==> src/rtl/bmi_pkg.sv <==
// Shared types for the boot strap / interrupt pin block.
// Assumes a two-bit configuration code per shared pin.
package bmi_pkg;

    typedef enum logic [1:0] {
        PIN_IRQ = 2'b00,
        PIN_GPI = 2'b01,
        PIN_GPO = 2'b10,
        PIN_OFF = 2'b11
    } pin_cfg_e;

    localparam int NUM_CORES = 2;

endpackage

==> src/rtl/bmi_sync.sv <==
// Multi-stage synchronizer for asynchronous pin levels.
// Assumes pins idle high (pull-up), so every stage resets to RST_VAL.
module bmi_sync #(
    parameter int             W       = 2,
    parameter int             STAGES  = 2,
    parameter logic [W-1:0]   RST_VAL = '1
) (
    input  logic         clk,
    input  logic         rst_n,
    input  logic [W-1:0] d,
    output logic [W-1:0] q
);

    logic [W-1:0] stg [STAGES];

    // Shift the raw level through the stage chain.
    always_ff @(posedge clk) begin
        if (!rst_n) begin
            for (int i = 0; i < STAGES; i++) begin
                stg[i] <= RST_VAL;
            end
        end else begin
            stg[0] <= d;
            for (int i = 1; i < STAGES; i++) begin
                stg[i] <= stg[i-1];
            end
        end
    end

    assign q = stg[STAGES-1];

endmodule

==> src/rtl/bmi_strap_latch.sv <==
// Boot-mode strap capture: follows the strap pins while reset is low and
// freezes on release. Assumes the straps are static around reset release.
module bmi_strap_latch #(
    parameter int MODE_W = 4
) (
    input  logic              clk,
    input  logic              rst_n,
    input  logic [MODE_W-1:0] strap,
    output logic [MODE_W-1:0] mode
);

    // Track straps during reset; hold afterwards.
    always_ff @(posedge clk) begin
        if (!rst_n) begin
            mode <= strap;
        end
    end

endmodule

==> src/rtl/bmi_gpio_cfg.sv <==
// Per-pin configuration and output registers written by two cores.
// Assumes at most one write per cycle is applied; core 0 has priority.
module bmi_gpio_cfg
    import bmi_pkg::*;
#(
    parameter int NUM_PINS = 2,
    parameter int SEL_W    = 1
) (
    input  logic                  clk,
    input  logic                  rst_n,
    input  logic [1:0]            we,
    input  logic [1:0][SEL_W-1:0] sel,
    input  logic [1:0][1:0]       wcfg,
    input  logic [1:0]            wout,
    output pin_cfg_e              cfg_q [NUM_PINS],
    output logic [NUM_PINS-1:0]   out_q
);

    logic             win_we;
    logic [SEL_W-1:0] win_sel;
    logic [1:0]       win_cfg;
    logic             win_out;

    // Pick the applied write: core 0 first, else core 1.
    always_comb begin
        win_we  = we[0] | we[1];
        win_sel = we[0] ? sel[0]  : sel[1];
        win_cfg = we[0] ? wcfg[0] : wcfg[1];
        win_out = we[0] ? wout[0] : wout[1];
    end

    for (genvar p = 0; p < NUM_PINS; p++) begin : g_pin
        // Hold the configuration code and output bit of one pin.
        always_ff @(posedge clk) begin
            if (!rst_n) begin
                cfg_q[p] <= PIN_IRQ;
                out_q[p] <= 1'b0;
            end else if (win_we && (win_sel == SEL_W'(p))) begin
                cfg_q[p] <= pin_cfg_e'(win_cfg);
                out_q[p] <= win_out;
            end
        end
    end

endmodule

==> src/rtl/bmi_irq_chan.sv <==
// One interrupt channel: one pin as seen by one core.
// Assumes pin_s is synchronized and fall is a one-cycle falling-edge flag.
module bmi_irq_chan (
    input  logic clk,
    input  logic rst_n,
    input  logic irq_use,
    input  logic pin_s,
    input  logic fall,
    input  logic en,
    input  logic edge_sel,
    input  logic ack,
    output logic req
);

    logic pend;

    // Pending flag: a new edge beats acknowledge; GPIO use clears it.
    always_ff @(posedge clk) begin
        if (!rst_n) begin
            pend <= 1'b0;
        end else if (!irq_use) begin
            pend <= 1'b0;
        end else if (en && edge_sel && fall) begin
            pend <= 1'b1;
        end else if (ack) begin
            pend <= 1'b0;
        end
    end

    // Request from either the latched edge or the live low level.
    always_comb begin
        req = irq_use & en & (edge_sel ? pend : ~pin_s);
    end

endmodule

==> src/rtl/bootstrap_irq_pins.sv <==
// Top: boot-mode strap latch, shared interrupt lines, GPIO reuse and
// stop-standby wake for two pins shared by two cores.
// Assumes pins are pulled up externally and straps are stable at reset release.
module bootstrap_irq_pins
    import bmi_pkg::*;
#(
    parameter int  NUM_PINS    = 2,
    parameter int  MODE_W      = 4,
    parameter int  SYNC_STAGES = 2,
    localparam int SEL_W       = (NUM_PINS > 1) ? $clog2(NUM_PINS) : 1,
    localparam int HI_W        = MODE_W - NUM_PINS
) (
    input  logic                clk,
    input  logic                rst_n,
    input  logic [NUM_PINS-1:0] pad_in,
    input  logic [HI_W-1:0]     c0_strap_hi,
    input  logic [MODE_W-1:0]   c1_strap,
    output logic [MODE_W-1:0]   boot_mode_c0,
    output logic [MODE_W-1:0]   boot_mode_c1,
    input  logic [NUM_PINS-1:0] c0_irq_en,
    input  logic [NUM_PINS-1:0] c0_irq_edge,
    input  logic [NUM_PINS-1:0] c0_irq_ack,
    output logic [NUM_PINS-1:0] c0_irq_req,
    input  logic [NUM_PINS-1:0] c1_irq_en,
    input  logic [NUM_PINS-1:0] c1_irq_edge,
    input  logic [NUM_PINS-1:0] c1_irq_ack,
    output logic [NUM_PINS-1:0] c1_irq_req,
    input  logic                c0_gpio_we,
    input  logic [SEL_W-1:0]    c0_gpio_sel,
    input  logic [1:0]          c0_gpio_cfg,
    input  logic                c0_gpio_out,
    input  logic                c1_gpio_we,
    input  logic [SEL_W-1:0]    c1_gpio_sel,
    input  logic [1:0]          c1_gpio_cfg,
    input  logic                c1_gpio_out,
    output logic [NUM_PINS-1:0] pad_out,
    output logic [NUM_PINS-1:0] pad_oe,
    output logic [NUM_PINS-1:0] gpio_rd,
    input  logic                stop_mode,
    output logic                wake
);

    logic [NUM_PINS-1:0] pin_s;
    logic [NUM_PINS-1:0] pin_prev;
    logic [NUM_PINS-1:0] pin_fall;
    logic [NUM_PINS-1:0] out_q;
    pin_cfg_e            cfg_q [NUM_PINS];

    // Boot strap capture for each core.
    bmi_strap_latch #(.MODE_W(MODE_W)) u_strap0 (
        .clk   (clk),
        .rst_n (rst_n),
        .strap ({c0_strap_hi, pad_in}),
        .mode  (boot_mode_c0)
    );

    bmi_strap_latch #(.MODE_W(MODE_W)) u_strap1 (
        .clk   (clk),
        .rst_n (rst_n),
        .strap (c1_strap),
        .mode  (boot_mode_c1)
    );

    // Pin synchronizer on the core clock.
    bmi_sync #(.W(NUM_PINS), .STAGES(SYNC_STAGES), .RST_VAL('1)) u_sync (
        .clk   (clk),
        .rst_n (rst_n),
        .d     (pad_in),
        .q     (pin_s)
    );

    // Previous synchronized level for falling-edge detection.
    always_ff @(posedge clk) begin
        if (!rst_n) begin
            pin_prev <= '1;
        end else begin
            pin_prev <= pin_s;
        end
    end

    assign pin_fall = pin_prev & ~pin_s;

    // Configuration registers shared by both cores.
    bmi_gpio_cfg #(.NUM_PINS(NUM_PINS), .SEL_W(SEL_W)) u_cfg (
        .clk   (clk),
        .rst_n (rst_n),
        .we    ({c1_gpio_we, c0_gpio_we}),
        .sel   ({c1_gpio_sel, c0_gpio_sel}),
        .wcfg  ({c1_gpio_cfg, c0_gpio_cfg}),
        .wout  ({c1_gpio_out, c0_gpio_out}),
        .cfg_q (cfg_q),
        .out_q (out_q)
    );

    for (genvar p = 0; p < NUM_PINS; p++) begin : g_pin
        logic irq_use;

        assign irq_use = (cfg_q[p] == PIN_IRQ);

        bmi_irq_chan u_ch0 (
            .clk      (clk),
            .rst_n    (rst_n),
            .irq_use  (irq_use),
            .pin_s    (pin_s[p]),
            .fall     (pin_fall[p]),
            .en       (c0_irq_en[p]),
            .edge_sel (c0_irq_edge[p]),
            .ack      (c0_irq_ack[p]),
            .req      (c0_irq_req[p])
        );

        bmi_irq_chan u_ch1 (
            .clk      (clk),
            .rst_n    (rst_n),
            .irq_use  (irq_use),
            .pin_s    (pin_s[p]),
            .fall     (pin_fall[p]),
            .en       (c1_irq_en[p]),
            .edge_sel (c1_irq_edge[p]),
            .ack      (c1_irq_ack[p]),
            .req      (c1_irq_req[p])
        );

        // Pad drive and read-back value per configuration code.
        always_comb begin
            pad_oe[p]  = 1'b0;
            pad_out[p] = 1'b0;
            gpio_rd[p] = 1'b1;
            case (cfg_q[p])
                PIN_GPI: gpio_rd[p] = pin_s[p];
                PIN_GPO: begin
                    pad_oe[p]  = 1'b1;
                    pad_out[p] = out_q[p];
                    gpio_rd[p] = out_q[p];
                end
                default: gpio_rd[p] = 1'b1;
            endcase
        end
    end

    // Asynchronous stop-standby exit on a low first pin.
    always_comb begin
        wake = stop_mode & ~pad_in[0] & (cfg_q[0] == PIN_IRQ);
    end

endmodule

==> config.mk <==
export PLATFORM = sky130hd
export DESIGN_NAME = bootstrap_irq_pins
export DESIGN_NICKNAME = d
export VERILOG_FILES = /design/src/rtl/bmi_pkg.sv /design/src/rtl/bmi_sync.sv /design/src/rtl/bmi_strap_latch.sv /design/src/rtl/bmi_gpio_cfg.sv /design/src/rtl/bmi_irq_chan.sv /design/src/rtl/bootstrap_irq_pins.sv
export SDC_FILE = /design/constraint.sdc
export NUM_CORES = 1
export LEC_CHECK = 0
export BUFFER_PORTS_ARGS = -buffer_cell sky130_fd_sc_hd__buf_2
export CORE_ASPECT_RATIO = 0.6
export CORE_MARGIN = 2
export CORE_UTILIZATION = 40
export DETAILED_ROUTE_END_ITERATION = 16
export PLACE_DENSITY = 0.73
export SETUP_SLACK_MARGIN = 0.02
export SKIP_CTS_REPAIR_TIMING = 1
export SYNTH_ARGS = -nofsm -noshare
export SYNTH_HDL_FRONTEND = slang
export SYNTH_SLANG_ARGS = --single-unit
==> constraint.sdc <==
create_clock -name clk -period 1 [get_ports clk]
set_input_delay 0.1 -clock clk [delete_from_list [all_inputs] [get_ports clk]]
set_output_delay 0.1 -clock clk [all_outputs]
set_load 0.02 [all_outputs]
==> results.sh <==
export IMPL_status="complete, but fails checks"
export IMPL_violations="setup timing"
export IMPL_final_cell_area_mm2=0.00168
export IMPL_fp_coreArea_mm2=0.00256
export IMPL_timing_fmax_mhz=721
export IMPL_dp_final_hpwl_um=1840
export IMPL_timing_slew_headroom_pct=76.3
export IMPL_cts_tree="done"
export IMPL_grt_max_degree=15
export IMPL_yosysTopAreaCell="dfxtp_1"
export IMPL_final_cell_mix="buf_2, dfxtp_1, buf_6, nand2_1, edfxtp_1"
export IMPL_die_x_um=71.5
export IMPL_clkPwrFrac_pct=36.0
export IMPL_min_period_over_period_pct=139
export IMPL_via_per_inst=4.92
export IMPL_peakVddDrop_v=0.000907
export IMPL_cp_max_fo=3
export IMPL_timing_final_ws_setup_ns=-0.387
export IMPL_drc=0
export IMPL_hold_ws_ns=0.0218
export IMPL_ys_seq_elements=24
export IMPL_final_cells=201
export IMPL_row_count=14
export IMPL_nets=209
export IMPL_ys_types=21
export IMPL_grt_pass1_wl_um=3960
export IMPL_drive_gt1_share_pct=52.1
export IMPL_synthesis_nets=148
export IMPL_sw_frac_of_total_pct=23.6
export IMPL_crit_required_ns=0.90
export IMPL_crit_arrival_ns=1.29
export IMPL_p_seq_share_pct=46.3
export IMPL_cts_buffer_depth=2
export IMPL_first_pass_iters=4
export IMPL_netSwitchingPower_mw=0.555
export IMPL_initialDrtViolationCount=67
export IMPL_rsz0062_at_grt="true"
export IMPL_reg2regPathDepth=4
export IMPL_reg2reg_setup_slack_ns=0.16
export IMPL_utilization_pct=65.7
export IMPL_synthTopCellsByArea="dfxtp_1, edfxtp_1, ha_1"
export IMPL_cp_endpoint="gpio_rd[1]"
export IMPL_total_power_mw=2.35
export IMPL_h_tree_depth=1
export IMPL_yosys_area_top_type_share_pct=29.3
export IMPL_vias=988
export IMPL_place_ws_ns=-0.105
export IMPL_p_leak_nw=0.730
export IMPL_final_setup_tns_ns=-2.69
export IMPL_syn_area_mm2=0.00109
export IMPL_top_level_ports=52
export IMPL_fin_crit_ns=1.39
export IMPL_timing_rr_end="g_pin[0].u_ch0.pend"
export IMPL_power_frac_comb_pct=17.8
export IMPL_final_common_cell="buf_2"
export IMPL_clk_latency_ns=0.27
export IMPL_grt_pass1_vias=896
export IMPL_internal_power_mw=1.80
export IMPL_drt_wl_total_um=2560
export IMPL_clock_root_buffer="clkbuf_8"
export IMPL_hold_viol_final=0
export IMPL_r2r_start="u_cfg.cfg_q[3]"
export IMPL_slew_viol_final=0
export IMPL_crit_type="register to output port"
export IMPL_antenna_left=0
export IMPL_synthCells=109
export IMPL_grt_use_total_pct=16.3
export IMPL_grt_overflow_total=0
export IMPL_synth_seq_area_share_pct=51.3
export IMPL_syn_area_per_cell_um2=10.0
export IMPL_port_buffers=51
export IMPL_wl_per_cell_um=12.7
export IMPL_worst_pin_slew_ns=0.356
export IMPL_antenna_found_initial=0
export IMPL_finalClockSkew_ns=0.00331
export IMPL_numCtsBuffers=3
export IMPL_dieHeight_um=44.5
export IMPL_num_antenna_cells=0
export IMPL_cts_sinks=24
export IMPL_critPathCaptureType="output port"
export IMPL_synth_warnings=0
export IMPL_path_clk_slew_ns=0.09
export IMPL_startpoint_type="register"
export IMPL_maxCapViolCount=0
export IMPL_dpl_cell_area_mm2=0.00142
export IMPL_die_area_mm2=0.00318
export IMPL_powerDensity_mw_per_mm2=1400
export IMPL_dp_cells=190
export IMPL_initial_utilization_pct=42.7
export IMPL_gp_congestion=0.774
export IMPL_syn_to_final_growth_pct=53.8
export IMPL_hold_path_class="input pin to register"
export IMPL_setup_violations=11
export IMPL_critPathLaunch="u_cfg.cfg_q[0]"
[power by group through the flow]
stage / Clock (mW) / Combinational, mW / Sequential [mW]
2_1_floorplan: 0 / 0.165 / 1.14
3_3_place_gp: 0 / 0.335 / 1.11
3_5_place_dp: 0 / 0.346 / 1.11
4_1_cts: 0.861 / 0.347 / 1.09
5_1_grt: 0.908 / 0.458 / 1.10
6_report: 0.847 / 0.419 / 1.09
[area by class of cell]
class,instances,area (um^2)
inverters,9,43.8
multi-input cells,72,553
flip-flops and latches,24,578
well taps,32,40.0
clock inverters,1,30.0
fillers,198,877
clock buffers,3,41.3
repair buffers,60,394
[flip-flops by register name, indices dropped and copies added, names as in the netlist]
register / cells
g_pin.u_ch1.pend: 2
pin_prev: 2
u_strap1.mode: 4
u_strap0.mode: 4
u_cfg.out_q: 2
u_sync.stg: 4
u_cfg.cfg_q: 4
g_pin.u_ch0.pend: 2
[worst max-delay path, cell delays in order (launching register included)]
cell,delay (ns)
dfxtp_4,0.38
inv_4,0.05
ha_4,0.15
and2_4,0.13
a21oi_2,0.12
nand2_2,0.07
buf_6,0.13
[layer usage]
| metal | part of all wire (%) | routed length (um) | GRT usage, % |
|---|---|---|---|
| met5 | 0 | 0 | 0 |
| met4 | 0.70 | 18 | 5.66 |
| met3 | 7.5 | 191 | 6.83 |
| met2 | 48 | 1230 | 27.0 |
| met1 | 44 | 1110 | 19.3 |
[worst min path at each step]
| stage | from | to | cells after the start |
|---|---|---|---|
| after floorplan | rst_n | u_sync.stg[0][0] | 1 |
| final | c1_strap[0] | u_strap1.mode[0] | 1 |
| after detailed placement | c1_strap[1] | u_strap1.mode[1] | 1 |
| after global placement | c1_strap[3] | u_strap1.mode[3] | 1 |
| after CTS | c1_strap[1] | u_strap1.mode[1] | 1 |
| after global routing | c1_strap[0] | u_strap1.mode[0] | 1 |
[cell families after synthesis]
group,synth area share [%]
flops,51.3
compound gates,13.2
simple gates,22.8
fa+ha+maj,6.87
buf+inv,5.84
[synthesized netlist by cell type]
cell type and count:
o21ai_0 4, and2_1 3, nand2b_1 6, a21oi_1 8, and2b_1 2, buf_4 4, a22oi_1 3, nand2_1 10
nor2_1 5, a32oi_1 7, and2b_2 3, and3_1 4, or3b_4 1, edfxtp_1 8, or2b_2 1, inv_1 9
dfxtp_1 16, ha_1 6, nor2b_1 2, nand3_1 6, nand3b_1 1
No activity file was read; power rests on OpenSTA's default activity.
